`src/rtl/vram_port.sv`:
```
module vram_port #(
  parameter int AW = 16,
  parameter int DW = 16
) (
  input  logic          clk,
  input  logic          rst_n,
  input  logic [1:0]    host_addr,
  input  logic          host_wr,
  input  logic          host_rd,
  input  logic [DW-1:0] host_wdata,
  output logic [DW-1:0] host_rdata,
  output logic          host_ready,
  input  logic          vid_stall,
  output logic [AW-1:0] mem_addr,
  output logic [DW-1:0] mem_wdata,
  output logic          mem_we,
  input  logic [DW-1:0] mem_rdata
);
  localparam logic [1:0] OFS_LOC  = 2'd0;
  localparam logic [1:0] OFS_WIN  = 2'd1;
  localparam logic [1:0] OFS_STEP = 2'd2;

  logic [AW-1:0] loc, step, next_loc;
  logic [DW-1:0] pf_data;
  logic          pf_valid, fetch_q;

  wire rd_req      = host_rd && !host_wr;
  wire rd_data_req = rd_req && (host_addr == OFS_LOC || host_addr == OFS_WIN);

  assign host_ready = !vid_stall && (!rd_data_req || pf_valid);

  wire win_wr  = host_wr && host_addr == OFS_WIN  && host_ready;
  wire win_rd  = rd_req  && host_addr == OFS_WIN  && host_ready;
  wire loc_wr  = host_wr && host_addr == OFS_LOC  && host_ready;
  wire step_wr = host_wr && host_addr == OFS_STEP && host_ready;
  wire loc_change = win_wr || win_rd || loc_wr;

  assign next_loc = loc_wr ? AW'(host_wdata) : loc + step;

  wire fetch_now = !vid_stall && !win_wr && (loc_change || (!pf_valid && !fetch_q));

  assign mem_we     = win_wr;
  assign mem_wdata  = host_wdata;
  assign mem_addr   = (loc_change && !win_wr) ? next_loc : loc;
  assign host_rdata = rd_data_req ? pf_data : '0;

  always_ff @(posedge clk) begin
    if (!rst_n) begin
      loc      <= '0;
      step     <= '0;
      pf_data  <= '0;
      pf_valid <= 1'b0;
      fetch_q  <= 1'b0;
    end else begin
      if (loc_change) loc <= next_loc;
      if (step_wr) step <= AW'(host_wdata);
      fetch_q <= fetch_now;
      if (loc_change) pf_valid <= 1'b0;
      else if (fetch_q) begin
        pf_valid <= 1'b1;
        pf_data  <= mem_rdata;
      end
    end
  end


  stall_hold_chk: assert property (@(posedge clk) disable iff (!rst_n)
    vid_stall |-> (!host_ready && !mem_we));


  rd_from_valid_chk: assert property (@(posedge clk) disable iff (!rst_n)
    (rd_data_req && host_ready) |-> pf_valid);


  fetch_fill_chk: assert property (@(posedge clk) disable iff (!rst_n)
    (fetch_q && !loc_change) |=> pf_valid);


  wr_invalidate_chk: assert property (@(posedge clk) disable iff (!rst_n)
    win_wr |=> (!pf_valid && !fetch_q));


  zero_step_chk: assert property (@(posedge clk) disable iff (!rst_n)
    ((win_wr || win_rd) && step == '0) |=> $stable(loc));


  stall_freeze_chk: assert property (@(posedge clk) disable iff (!rst_n)
    vid_stall |=> $stable(loc) && $stable(step));
endmodule

```
`config.mk`:
```
export PLATFORM = sky130hd
export DESIGN_NAME = vram_port
export DESIGN_NICKNAME = d
export VERILOG_FILES = /design/src/rtl/vram_port.sv
export SDC_FILE = /design/constraint.sdc
export NUM_CORES = 1
export LEC_CHECK = 0
export ABC_AREA = 1
export BUFFER_PORTS_ARGS = -buffer_cell sky130_fd_sc_hd__buf_2
export CORE_ASPECT_RATIO = 1.75
export CORE_MARGIN = 3
export CORE_UTILIZATION = 49
export DETAILED_ROUTE_END_ITERATION = 6
export PLACE_DENSITY = 0.78
export SLEW_MARGIN = 25
export SYNTH_ARGS = -nofsm -noshare
export SYNTH_HDL_FRONTEND = slang
export SYNTH_SLANG_ARGS = --single-unit
```
`constraint.sdc`:
```
create_clock -name clk -period 1.8 [get_ports clk]
set_input_delay 0.18 -clock clk [delete_from_list [all_inputs] [get_ports clk]]
set_output_delay 0.18 -clock clk [all_outputs]
set_load 0.02 [all_outputs]
```
==> impl_metrics.env <==
export IMPL_outcome="finished, violations left"
export IMPL_violations="DRC, setup timing"
export IMPL_die_w_um=69.5
export IMPL_muxShareOfSynthArea_pct=0
export IMPL_n_antenna_cell=0
export IMPL_vias=4124
export IMPL_drcViolationCount=1
export IMPL_ctsLongestPathBuffers=2
export IMPL_yosys_most_used_dff="dfxtp_1"
export IMPL_finalNonFillerCells=744
export IMPL_r2r_start="step[6]"
export IMPL_drive_gt1_share_pct=42.7
export IMPL_synth_compound_area_share_pct=17.9
export IMPL_powerDensity_mw_per_mm2=640
export IMPL_drv_slew=0
export IMPL_yosys_area_share_simple_pct=27.6
export IMPL_die_area_sq_mm=0.00813
export IMPL_overflow=0
export IMPL_skew_ns=0.00972
export IMPL_start_util_pct=51.6
export IMPL_end_kind="primary output"
export IMPL_clk_pin_slew_ns=0.07
export IMPL_cts_tree="built"
export IMPL_antenna_found_initial=0
export IMPL_synth_most_common_cell="nand2_1"
export IMPL_yosys_top_cells_count="nand2_1 (136), inv_1 (107), o21ai_0 (55)"
export IMPL_post_place_ws_ns=-0.264
export IMPL_critPathKind="reg2out"
export IMPL_grt_first_pass_wirelength_mm=16.8
export IMPL_clkLatencyLatePin_ns=0.30
export IMPL_yosysTopAreaCellShare_pct=29.0
export IMPL_required_ns=1.62
export IMPL_gp_congestion=0.897
export IMPL_detail_route_iter0_violations=376
export IMPL_peakVddDrop_mv=0.791
export IMPL_htreeDepth=2
export IMPL_async_flop_share_pct=0
export IMPL_synth_cell_type_count=33
export IMPL_max_slew_margin_pct=64.2
export IMPL_ys_seq_area_share_pct=29.0
export IMPL_arrival_ns=2.12
export IMPL_syn_instance_count=554
export IMPL_hold_violations=0
export IMPL_io_buffers=88
export IMPL_finalSetupTns_ns=-6.35
export IMPL_ys_warn_count=0
export IMPL_area_growth_pct=46.5
export IMPL_io_pins=89
export IMPL_rr_worst_depth=16
export IMPL_setup_ws_ns=-0.498
export IMPL_syn_nets=609
export IMPL_synth_enable_flop_cells=0
export IMPL_fp_dieH_um=117
export IMPL_hold_path_end="fetch_q"
export IMPL_vias_per_cell=5.54
export IMPL_min_from="vid_stall"
export IMPL_worstPathCellList="ha_4 -> fa_2 -> nand2_2 -> nand2_2 -> nand3_2 -> nand2_4 -> or2_4 -> nand3_2 -> o21ai_1 -> nand2_1 -> o21ai_4 -> buf_6"
export IMPL_hpwl_mm=6.50
export IMPL_r2r_setup_slack_ns=-0.28
export IMPL_drtPass1Iterations=7
export IMPL_worst_pin_slew_ns=0.537
export IMPL_wl_per_cell_um=16.2
export IMPL_grt_use_total_pct=25.6
export IMPL_reg2reg_to="loc[13]"
export IMPL_setup_violations=19
export IMPL_leakage_nw=2.58
export IMPL_rsz0062_at_grt="true"
export IMPL_slowest_stage="fa_2"
export IMPL_timing_fmax_ghz=0.435
export IMPL_hp_class="in2reg"
export IMPL_grt_max_degree=39
export IMPL_rows=39
export IMPL_dp_cells=715
export IMPL_yosys_top_cells_area="dfxtp_1 (29%), nand2_1 (15%), inv_1 (12%)"
export IMPL_routed_wl_mm=12.0
export IMPL_cp_start_kind="flop"
export IMPL_nets=716
export IMPL_synth_top_area_cell="dfxtp_1"
export IMPL_antenna_left=0
export IMPL_clockRootBuffer="clkbuf_16"
export IMPL_period_needed_ns=2.30
export IMPL_min_delay_path_depth=2
export IMPL_grt_pass1_vias=3889
export IMPL_syn_area_sq_mm=0.00345
export IMPL_syn_area_per_cell_sq_um=6.23
export IMPL_synth_seq_cells=50
export IMPL_worstPathMaxFanout=4
export IMPL_cts_buffers_inserted=5
export IMPL_synth_top_family_by_area="simple AND/OR/NAND/NOR gates"
export IMPL_slowest_delay_ns=0.36
export IMPL_post_route_util_pct=75.7
export IMPL_synth_fa_ha_area_share_pct=6.02
export IMPL_core_area_sq_mm=0.00669
export IMPL_maxCapViolCount=0
export IMPL_cts_sinks=50
export IMPL_min_period_over_period_pct=128
export IMPL_synth_xor_area_share_pct=0.761
==> layout make-up <==
type / count / area, sq um
clock buffer: 5 / 125
clock inverter: 3 / 45.0
fill: 426 / 1630
inverter: 109 / 424
multi-input combinational: 359 / 2370
sequential: 50 / 1040
tap: 82 / 103
timing repair buffer: 136 / 943
==> worst max-delay path by stage <==
stage / start / end / slack, ns / cells after the start
6_report: loc[0] / mem_addr[6] / -0.50 / 12
5_1_grt: loc[0] / mem_addr[6] / -0.59 / 12
4_1_cts: loc[0] / mem_addr[6] / -0.46 / 12
3_5_place_dp: loc[0] / mem_addr[6] / -0.26 / 12
3_3_place_gp: loc[0] / mem_addr[6] / -0.21 / 12
2_1_floorplan: loc[0] / mem_addr[6] / -0.0008 / 11
==> flip-flops by register name (all words and copies together), names as in the netlist <==
signal	flops
loc	16
pf_data	16
step	16
fetch_q	1
pf_valid	1
==> layer usage <==
layer	global-route usage, %	part of all wire [%]	vias up	routed length (um)
li1	-	-	1934	-
met1	25.6	35	1857	4250
met2	49.4	50	249	5970
met3	4.27	7.5	84	900
met4	14.9	7.6	0	918
met5	0	0	-	0
==> critical path, delay by kind of cell, from the launching register on <==
kind / cells / cell delay (ns)
adders and majority gates: 2 / 0.52
DFF: 1 / 0.34
buffers and inverters: 1 / 0.13
AOI/OAI and AO/OA: 2 / 0.13
and+or+nand+nor: 7 / 0.71
==> placed cells by master, fill, tap and decap left out, types with 4 or more instances in the layout <==
cell	netlist	routed
a21oi_1	49	45
dfxtp_2	0	28
inv_1	107	103
buf_12	0	4
o21a_1	5	5
nor2_1	32	29
clkbuf_16	0	5
buf_4	18	41
buf_2	7	75
inv_4	1	4
nand3_1	35	23
o21ai_0	55	41
o21ai_2	0	7
a21oi_4	1	4
ha_4	0	15
o21ai_1	2	8
nand2_2	1	34
nand3_2	0	10
dfxtp_1	50	20
buf_6	3	16
nand2_1	136	91
nand2_4	1	13
==> through the flow <==
stage / hold WS (ns) / total power, mW / cell area [sq um]
final: 0.112 / 3.24 / 5060
after CTS: 0.114 / 3.14 / 4820
after global placement: 0.410 / 1.87 / 4080
after global routing: 0.118 / 3.35 / 5060
after floorplan: 0.256 / 1.69 / 3520
after detailed placement: 0.421 / 1.89 / 4080
==> report_power, final <==
| part | switching [mW] | internal [mW] |
|---|---|---|
| registers | 0.0498 | 1.18 |
| clock network | 0.454 | 0.657 |
| logic | 0.496 | 0.401 |
| total | 1.00 | 2.24 |
==> logic make-up after synthesis <==
| logic type | after synthesis |
|---|---|
| buffers and inverters | 145 |
| XOR/XNOR | 3 |
| flip-flops | 50 |
| AO/OA/AOI/OAI | 117 |
| adder cells (fa/ha/maj) | 16 |
| AND/OR/NAND/NOR | 223 |
==> repair_timing <==
| action | CTS | global route |
|---|---|---|
| endpoints found under the setup margin | 17 | 21 |
| cloned | 1 | 0 |
| hold buffers | 0 | 0 |
| resized for setup | 125 | 60 |
| setup buffers | 16 | 5 |
| pin swaps | 31 | 31 |
(Power assumes the default switching activity.)
